===== src/rtl/nbc_pkg.sv =====
package nbc_pkg;
  localparam int unsigned NIB_W  = 4;
  localparam int unsigned DATA_W = 2 * NIB_W;
  localparam int unsigned ADDR_W = 2 * NIB_W;

  typedef enum logic [2:0] {
    OP_ADDR_LO,
    OP_ADDR_HI,
    OP_DATA_LO,
    OP_DATA_HI_WR,
    OP_READ,
    OP_NONE
  } op_e;

  typedef struct packed {
    op_e              op;
    logic [NIB_W-1:0] nib;
  } cmd_t;
endpackage


===== src/rtl/nbc_decode.sv =====
module nbc_decode
  import nbc_pkg::*;
(
  input  logic [DATA_W-1:0] byte_i,
  output cmd_t              cmd_o
);
  always_comb begin
    cmd_o.nib = byte_i[NIB_W-1:0];
    unique case (byte_i[DATA_W-1:NIB_W])
      4'h0:    cmd_o.op = OP_ADDR_LO;
      4'h1:    cmd_o.op = OP_ADDR_HI;
      4'h2:    cmd_o.op = OP_DATA_LO;
      4'h3:    cmd_o.op = OP_DATA_HI_WR;
      4'h4:    cmd_o.op = OP_READ;
      default: cmd_o.op = OP_NONE;
    endcase
  end
endmodule


===== src/rtl/nbc_regfile.sv =====
module nbc_regfile
  import nbc_pkg::*;
#(
  parameter logic [ADDR_W-1:0]          ID_ADDR    = 8'h00,
  parameter logic [DATA_W-1:0]          ID_VALUE   = 8'hA6,
  parameter int unsigned                RW_COUNT   = 2,
  parameter logic [RW_COUNT*ADDR_W-1:0] RW_ADDRS   = {8'h0F, 8'h03},
  parameter int unsigned                MODE_INDEX = 0
) (
  input  logic              clk,
  input  logic              rst_n,
  input  logic              fire_i,
  input  cmd_t              cmd_i,
  output logic [DATA_W-1:0] rd_data_o,
  output logic [DATA_W-1:0] mode_o
);
  logic [ADDR_W-1:0] addr_q;
  logic [NIB_W-1:0]  stage_q;
  logic [DATA_W-1:0] regs_q [RW_COUNT];
  logic              wr_en;

  assign wr_en = fire_i && (cmd_i.op == OP_DATA_HI_WR);

  // Address and staged nibble persist until overwritten
  always_ff @(posedge clk or negedge rst_n) begin
    if (!rst_n) begin
      addr_q  <= '0;
      stage_q <= '0;
    end else if (fire_i) begin
      case (cmd_i.op)
        OP_ADDR_LO: addr_q[NIB_W-1:0]      <= cmd_i.nib;
        OP_ADDR_HI: addr_q[ADDR_W-1:NIB_W] <= cmd_i.nib;
        OP_DATA_LO: stage_q                <= cmd_i.nib;
        default: ;
      endcase
    end
  end

  // One storage byte per writable address
  for (genvar g = 0; g < RW_COUNT; g++) begin : g_rw
    localparam logic [ADDR_W-1:0] MY_ADDR = RW_ADDRS[g*ADDR_W +: ADDR_W];
    always_ff @(posedge clk or negedge rst_n) begin
      if (!rst_n) begin
        regs_q[g] <= '0;
      end else if (wr_en && addr_q == MY_ADDR) begin
        regs_q[g] <= {cmd_i.nib, stage_q};
      end
    end
  end

  // Read mux: fixed identification first, then writable bytes, else zero
  always_comb begin
    rd_data_o = '0;
    if (addr_q == ID_ADDR) begin
      rd_data_o = ID_VALUE;
    end else begin
      for (int i = 0; i < RW_COUNT; i++) begin
        if (addr_q == RW_ADDRS[i*ADDR_W +: ADDR_W]) rd_data_o = regs_q[i];
      end
    end
  end

  assign mode_o = regs_q[MODE_INDEX];
endmodule


===== src/rtl/nbc_reply.sv =====
module nbc_reply
  import nbc_pkg::*;
(
  input  logic              clk,
  input  logic              rst_n,
  input  logic              load_i,
  input  logic [DATA_W-1:0] data_i,
  output logic              valid_o,
  input  logic              ready_i,
  output logic [DATA_W-1:0] data_o
);
  always_ff @(posedge clk or negedge rst_n) begin
    if (!rst_n) begin
      valid_o <= 1'b0;
      data_o  <= '0;
    end else if (load_i) begin
      valid_o <= 1'b1;
      data_o  <= data_i;
    end else if (valid_o && ready_i) begin
      valid_o <= 1'b0;
    end
  end
endmodule


===== src/rtl/nbc_reg_slave.sv =====
module nbc_reg_slave
  import nbc_pkg::*;
#(
  parameter logic [ADDR_W-1:0] ID_ADDR      = 8'h00,
  parameter logic [DATA_W-1:0] ID_VALUE     = 8'hA6,
  parameter logic [ADDR_W-1:0] MODE_ADDR    = 8'h03,
  parameter logic [ADDR_W-1:0] SCRATCH_ADDR = 8'h0F
) (
  input  logic              clk,
  input  logic              rst_n,
  input  logic              cmd_valid,
  output logic              cmd_ready,
  input  logic [DATA_W-1:0] cmd_byte,
  output logic              rsp_valid,
  input  logic              rsp_ready,
  output logic [DATA_W-1:0] rsp_byte,
  output logic [DATA_W-1:0] mode_q
);
  localparam int unsigned RW_COUNT = 2;

  cmd_t              cmd;
  logic              fire;
  logic              is_read;
  logic [DATA_W-1:0] rd_data;

  nbc_decode u_decode (
    .byte_i (cmd_byte),
    .cmd_o  (cmd)
  );

  assign is_read   = (cmd.op == OP_READ);
  assign cmd_ready = !(rsp_valid && is_read);
  assign fire      = cmd_valid && cmd_ready;

  nbc_regfile #(
    .ID_ADDR    (ID_ADDR),
    .ID_VALUE   (ID_VALUE),
    .RW_COUNT   (RW_COUNT),
    .RW_ADDRS   ({SCRATCH_ADDR, MODE_ADDR}),
    .MODE_INDEX (0)
  ) u_regs (
    .clk       (clk),
    .rst_n     (rst_n),
    .fire_i    (fire),
    .cmd_i     (cmd),
    .rd_data_o (rd_data),
    .mode_o    (mode_q)
  );

  nbc_reply u_reply (
    .clk     (clk),
    .rst_n   (rst_n),
    .load_i  (fire && is_read),
    .data_i  (rd_data),
    .valid_o (rsp_valid),
    .ready_i (rsp_ready),
    .data_o  (rsp_byte)
  );
endmodule


===== config.mk =====
export PLATFORM = sky130hd
export DESIGN_NAME = nbc_reg_slave
export DESIGN_NICKNAME = d
export VERILOG_FILES = /design/src/rtl/nbc_pkg.sv /design/src/rtl/nbc_decode.sv /design/src/rtl/nbc_regfile.sv /design/src/rtl/nbc_reply.sv /design/src/rtl/nbc_reg_slave.sv
export SDC_FILE = /design/constraint.sdc
export NUM_CORES = 1
export LEC_CHECK = 0
export CAP_MARGIN = 10
export CORE_MARGIN = 5
export CORE_UTILIZATION = 45
export DETAILED_ROUTE_END_ITERATION = 10
export PLACE_DENSITY_LB_ADDON = 0.25
export SLEW_MARGIN = 5
export SYNTH_ARGS = -nofsm -noshare
export SYNTH_HDL_FRONTEND = slang
export SYNTH_HIERARCHICAL = 1
export SYNTH_SLANG_ARGS = --single-unit

===== constraint.sdc =====
create_clock -name clk -period 2.2 [get_ports clk]
set_input_delay 0.44 -clock clk [delete_from_list [all_inputs] [get_ports clk]]
set_output_delay 0.44 -clock clk [all_outputs]
set_load 0.005 [all_outputs]

==> results of run 1 <==
==> synthesized netlist by cell type <==
cell type   n  area [µm²]
dfrtp_1    37       925.9
mux2_2     28       315.3
buf_4      12       90.09
mux2_4      8       120.1
nor2_1      7       26.28
a21oi_1     4       20.02
a22oi_1     4       30.03
o2bb2ai_1   4       35.03
nand2_1     3       11.26
and2_1      2       12.51
inv_1       2       7.510
nor4bb_1    2       20.02
a211o_1     1       8.760
a21o_2      1       8.760
a31oi_1     1       6.260
and4b_1     1       10.01
buf_6       1       11.26
nand3_1     1       5.000
nand4_1     1       6.260
nand4b_1    1       8.760
nor2_2      1       6.260
nor3_2      1       10.01
nor3b_1     1       7.510
nor4_1      1       6.260
nor4_4      1       21.27
nor4b_1     1       8.760
or2_1       1       6.260
or2_2       1       6.260
or4_4       1       11.26
==> worst max-delay path: cells and delay by family <==
| kind | cells | cell delay, ns |
|---|---|---|
| buffers and inverters | 3 | 0.78 |
| AOI/OAI and AO/OA | 1 | 0.25 |
| and+or+nand+nor | 2 | 0.18 |
==> layout make-up <==
type / instances / area (µm²)
clock inverters: 1 / 7.507
clock buffers: 6 / 82.58
inverters: 2 / 7.507
multi-input cells: 78 / 767.0
well taps: 48 / 60.06
flip-flops and latches: 37 / 925.9
fillers: 305 / 1436
repair buffers: 45 / 429.2
==> sequential cells by signal, indices dropped and copies added (netlist names) <==
register         cells
u_regs/addr_q        8
u_regs/stage_q       4
u_reply/valid_o      1
u_regs/mode_o        8
u_regs/regs_q        8
u_reply/data_o       8
==> worst max-delay path by stage <==
stage | startpoint | endpoint
floorplan | cmd_byte[6] | u_regs/mode_o[0]
global placement | cmd_byte[6] | u_regs/stage_q[2]
detailed placement | cmd_byte[6] | u_regs/stage_q[0]
CTS | cmd_byte[4] | u_regs/regs_q[1]
global route | cmd_byte[4] | u_regs/regs_q[1]
finish | cmd_byte[4] | cmd_ready
==> kinds of logic (layout without fill, tap and decap cells) <==
group                  after synthesis  count (layout)  synth area share
buffers and inverters               15              54           0.06175
flip-flops                          37              37            0.5252
multiplexers                        36              36            0.2470
AO/OA/AOI/OAI                       15              15           0.06175
AND/OR/NAND/NOR                     27              27            0.1043
==> metal layers <==
| metal | up-vias | global-route usage |
|---|---|---|
| met5 | - | 0 |
| met4 | 0 | 0.05533 |
| met3 | 6 | 0.04683 |
| met2 | 18 | 0.2645 |
| met1 | 578 | 0.1858 |
| li1 | 540 | - |
==> placed cells by master (no fill, tap or decap) <==
cell	synthesis	final
mux2_2	28	28
nor3b_4	0	1
nor4_4	1	1
a21o_2	1	1
nand3_1	1	1
or2_2	1	1
nor4_1	1	1
o2bb2ai_1	4	4
or4_4	1	1
dlygate4sd2_1	0	4
a21oi_1	4	4
clkinvlp_4	0	1
nor4bb_1	2	1
buf_12	0	1
mux2_4	8	8
and2_1	2	2
nor4b_1	1	1
buf_6	1	3
nand2_1	3	3
inv_1	2	2
dfrtp_1	37	37
a211o_1	1	1
nor3_4	0	1
clkbuf_8	0	6
nand4b_1	1	1
nor4bb_4	0	1
nand4_1	1	1
a31oi_2	0	1
buf_4	12	12
nor2_2	1	1
and4b_1	1	1
clkdlybuf4s50_1	0	25
nor2_1	7	7
or2_1	1	1
a22oi_1	4	4
==> repair_timing <==
| item | 4_1_cts | 5_1_grt |
|---|---|---|
| buffers inserted | 2 | 0 |
| pin swaps | 4 | 0 |
| endpoints found under the setup margin | 18 | 10 |
| gates resized for setup | 9 | 1 |
==> through the flow <==
step	power [µW]	util	setup TNS, ns
floorplan	915.3	-	0
global placement	1010	0.5778	-9.690
detailed placement	1021	0.5778	-11.31
CTS	1506	0.6118	0
global route	1567	0.6135	0
finish	1488	0.6135	0
==> report_power, final <==
group | internal [µW] | switching [µW]
clock | 247 | 232
combinational | 124 | 106
sequential | 732 | 45.9
total | 1100 | 384
==> out/results.tsv, run 1 <==
metric	value	unit
clk slew on worst S/H paths	0.07	ns
Final Hold Fails	0	
tightest hold margin	0.5139	ns
clock root buffer	clkbuf_8	
# IOs	30	
Final Cell Area	2280	µm²
WS Path Type	in -> out	
Hold Path Origin	u_reply/data_o[6]	
top sig layer	met4	
max cap viols	0	
crit path max-delay cell type	clkdlybuf4s50_1	
placer congestion estimate	0.7733	
met1 wire length	1541	µm
placed cell area	2147	µm²
synthesis-stage register bit count	37	
# rows	22	
RSZ-0062 raised after global routing	false	
P per Cell Area	652.6	nW/µm²
first-pass GRT wire length	6230	µm
Core ar.	3716	µm²
Cell variety after synth	29	
Final Max Tran Viols	0	
die height	72.59	µm
VDD IR max	410.5	µV
hold path endpoint	u_reply/data_o[6]	
Syn. warnings	6	
initial antenna violation count	0	
Setup violations, final	0	
min cycle time layout	2.093	ns
DR iter-0 viols	38	
DP Cell Count	208	
critical-path maximum fanout	2	
DP HPWL	2689	µm
fin cells	217	
NumNets Final	181	
metal3 WL	165	µm
share of the clock period used by the worst path	0.9515	
Post-Route WL	3608	µm
Remaining Overflow, GRT	0	
H-Tree Depth	2	
CP cell instances	clkdlybuf4s50_1 -> a211o_1 -> nor2_2 -> buf_4 -> nand3_1 -> dlygate4sd2_1	
ANT cells	0	
Cells after Synth	130	
Antenna Violating Nets Remaining	0	
pre-CTS setup slack	-0.4871	ns
Max-slew headroom	0.6281	
status	finished clean	
largest net degree at the start of global routing	38	
DR vias	1142	
RR Startpoint	u_regs/addr_q[5]	
r2r endpoint	u_regs/mode_o[0]	
Worst EP arrival	1.65	ns
clock sinks	37	
worst skew pair latency	0.29	ns
CP endpoint kind	output port	
Critical Path RT	1.76	ns
R2R depth	4	
final worst slack	0.1067	ns
vias in the first global route	1247	
iteration count of the initial detailed-routing pass	4	
area grow syn2layout	29.31	%
total die area	5269	µm²
DRC violations left	0	
Die W	72.59	µm
Seq/Total Area, Yosys	0.5252	
WL per Instance	16.63	µm
CTS Buffer Depth	2	
CTS tree	yes	
mapped cell area	1763	µm²
Initial Utilization	0.4744	
worst-margin pin slew	0.5527	ns
CTS buffer count	5	
Hold Crit Class	reg -> reg	
Post-CTS Hold Fix Bufs	0	
total track usage	0.1556	
Leak Pwr	0.001044	µW
Synth Area per Inst	13.56	µm²
Synthesized Nets	142	
WHS Path Cells	1	
Via density	5.263	
Fmax	477.7	MHz
share of cells above drive strength 1	0.4024	
met2 routed WL	1858	µm
worst clock skew	0.004892	ns
R2R Setup Slk	0.29	ns
Critical Path Start Type	input port	
input/output buffers	29	
max incr delay on CP	0.39	ns
Note: power is estimated with default switching activity, not from simulation.
==> inputs of run 2 (changes only) <==
SETUP_SLACK_MARGIN = 0.05   (was unset)
SKIP_CTS_REPAIR_TIMING = 1   (was unset)
==> out/results.tsv, run 2 (same netlist as run 1, synthesis figures left out) <==
metric	value	unit	change
status	finished clean		unchanged
iteration count of the initial detailed-routing pass	4		unchanged
r2r endpoint	u_regs/mode_o[4]		was u_regs/mode_o[0]
WL per Instance	16.20	µm	was 16.63 µm
DP HPWL	2636	µm	was 2689 µm
DR vias	1121		was 1142
clock root buffer	clkbuf_8		unchanged
CP endpoint kind	flop		was output port
Sum Neg Setup Slack	0	ns	unchanged
clock sinks	37		unchanged
CTS tree	yes		unchanged
fin cells	214		was 217
share of the clock period used by the worst path	0.9349		was 0.9515
Worst EP arrival	2.22	ns	was 1.65 ns
Antenna Violating Nets Remaining	0		unchanged
area of the multi-input gates	768.2	µm²	was 767.0 µm²
Final Hold Fails	0		unchanged
ANT cells	0		unchanged
largest net degree at the start of global routing	38		unchanged
# IOs	30		unchanged
Via density	5.238		was 5.263
tightest hold margin	0.5111	ns	was 0.5139 ns
placer congestion estimate	0.7477		was 0.7733
H-Tree Depth	2		unchanged
CTS buffer count	5		unchanged
total die area	5269	µm²	unchanged
RR Startpoint	u_regs/addr_q[5]		unchanged
Initial Utilization	0.4744		unchanged
CTS Buffer Depth	2		unchanged
Hold Crit Class	reg -> reg		unchanged
R2R depth	4		unchanged
Fmax	486.2	MHz	was 477.7 MHz
Post-Route WL	3466	µm	was 3608 µm
worst-margin pin slew	0.5140	ns	was 0.5527 ns
most common cell after layout, fill and taps aside	dfrtp_1		unchanged
Die W	72.59	µm	unchanged
Max-slew headroom	0.6542		was 0.6281
worst clock skew	0.006090	ns	was 0.004892 ns
Core ar.	3716	µm²	unchanged
# rows	22		unchanged
initial antenna violation count	0		unchanged
DR iter-0 viols	70		was 38
Crit. Startpoint	cmd_byte[4]		unchanged
P per Cell Area	655.1	nW/µm²	was 652.6 nW/µm²
worst skew pair latency	0.28	ns	was 0.29 ns
WS Path Type	in -> reg		was in -> out
DP Cell Count	207		was 208
total track usage	0.1487		was 0.1556
critical-path maximum fanout	8		was 2
first-pass GRT wire length	5878	µm	was 6230 µm
Remaining Overflow, GRT	0		unchanged
Leak Pwr	0.001040	µW	was 0.001044 µW
share of cells above drive strength 1	0.3855		was 0.4024
Final Max Tran Viols	0		unchanged
min cycle time layout	2.057	ns	was 2.093 ns
max cap viols	0		unchanged
RSZ-0062 raised after global routing	true		was false
clk slew on worst S/H paths	0.07	ns	about the same
VDD IR max	284.5	µV	was 410.5 µV
Post-Route Utilization	0.6088		was 0.6135
R2R Setup Slk	0.31	ns	was 0.29 ns
pre-CTS setup slack	-0.4133	ns	was -0.4871 ns
final worst slack	0.1433	ns	was 0.1067 ns
GRT Max-Usage Layer	met2		unchanged
input/output buffers	29		unchanged
DRC violations left	0		unchanged
NumNets Final	178		was 181
Critical Path RT	2.37	ns	was 1.76 ns
area grow syn2layout	28.32	%	was 29.31%
vias in the first global route	1174		was 1247
die height	72.59	µm	unchanged
commonest non-fill, non-tap cells in the layout	dfrtp_1, mux2_2, clkdlybuf4s50_1		unchanged
FILL cells	293		was 305
Critical Path Start Type	input port		unchanged
M2 GR Usage	0.2385		was 0.2645
met1 usage	0.1863		was 0.1858
Register Area	925.9	µm²	unchanged
Setup violations, final	0		unchanged
crit path to	u_regs/mode_o[4]		was cmd_ready
met3 Track Usage GR	0.04545		was 0.04683
run 2: how the worst min path moves through the flow:
stage                            from           endpoint  slack (ns)  cells after the start
CTS                  u_regs/regs_q[1]   u_regs/regs_q[1]        0.51                      1
global route         u_regs/regs_q[1]   u_regs/regs_q[1]        0.52                      1
floorplan                       rst_n   u_regs/addr_q[0]        0.14                      0
detailed placement  u_reply/data_o[5]  u_reply/data_o[5]        0.49                      1
finish               u_regs/regs_q[1]   u_regs/regs_q[1]        0.51                      1
global placement     u_regs/regs_q[5]   u_regs/regs_q[5]        0.50                      1
run 2: area by class of cell:
| class | count | area share |
|---|---|---|
| Sequential cell | 37 | 0.4093 |
| Timing Repair Buffer | 42 | 0.1831 |
| Inverter | 2 | 0.003319 |
| Tap cell | 48 | 0.02655 |
| Multi-Input combinational cell | 78 | 0.3396 |
| Clock buffer | 7 | 0.03816 |
run 2: layer usage:
layer | wire, µm | vias up
met2 | 1727 | 17
met4 | 61 | 0
li1 | - | 532
met5 | 0 | -
met3 | 155 | 6
met1 | 1521 | 566
run 2: where the power goes:
part / total, µW / internal, µW / leakage (µW) / switching, µW
clock: 472 / 248 / 0.0000443 / 223
sequential: 778 / 732 / 0.000501 / 45.2
combinational: 233 / 126 / 0.000495 / 107
total: 1480 / 1110 / 0.00104 / 375
run 2: critical path: stages:
cell and delay (ns):
clkdlybuf4s50_1 0.47, a211o_1 0.16, nor2_4 0.07, a31oi_4 0.14, nand4b_1 0.23, nor4_4 0.21, buf_6 0.17, mux2_2 0.33
run 2: metrics by stage:
step	area (µm²)	total power [µW]
global placement	2146	1012
global route	2262	1554
floorplan	1787	916.4
finish	2262	1482
detailed placement	2146	1022
CTS	2232	1497
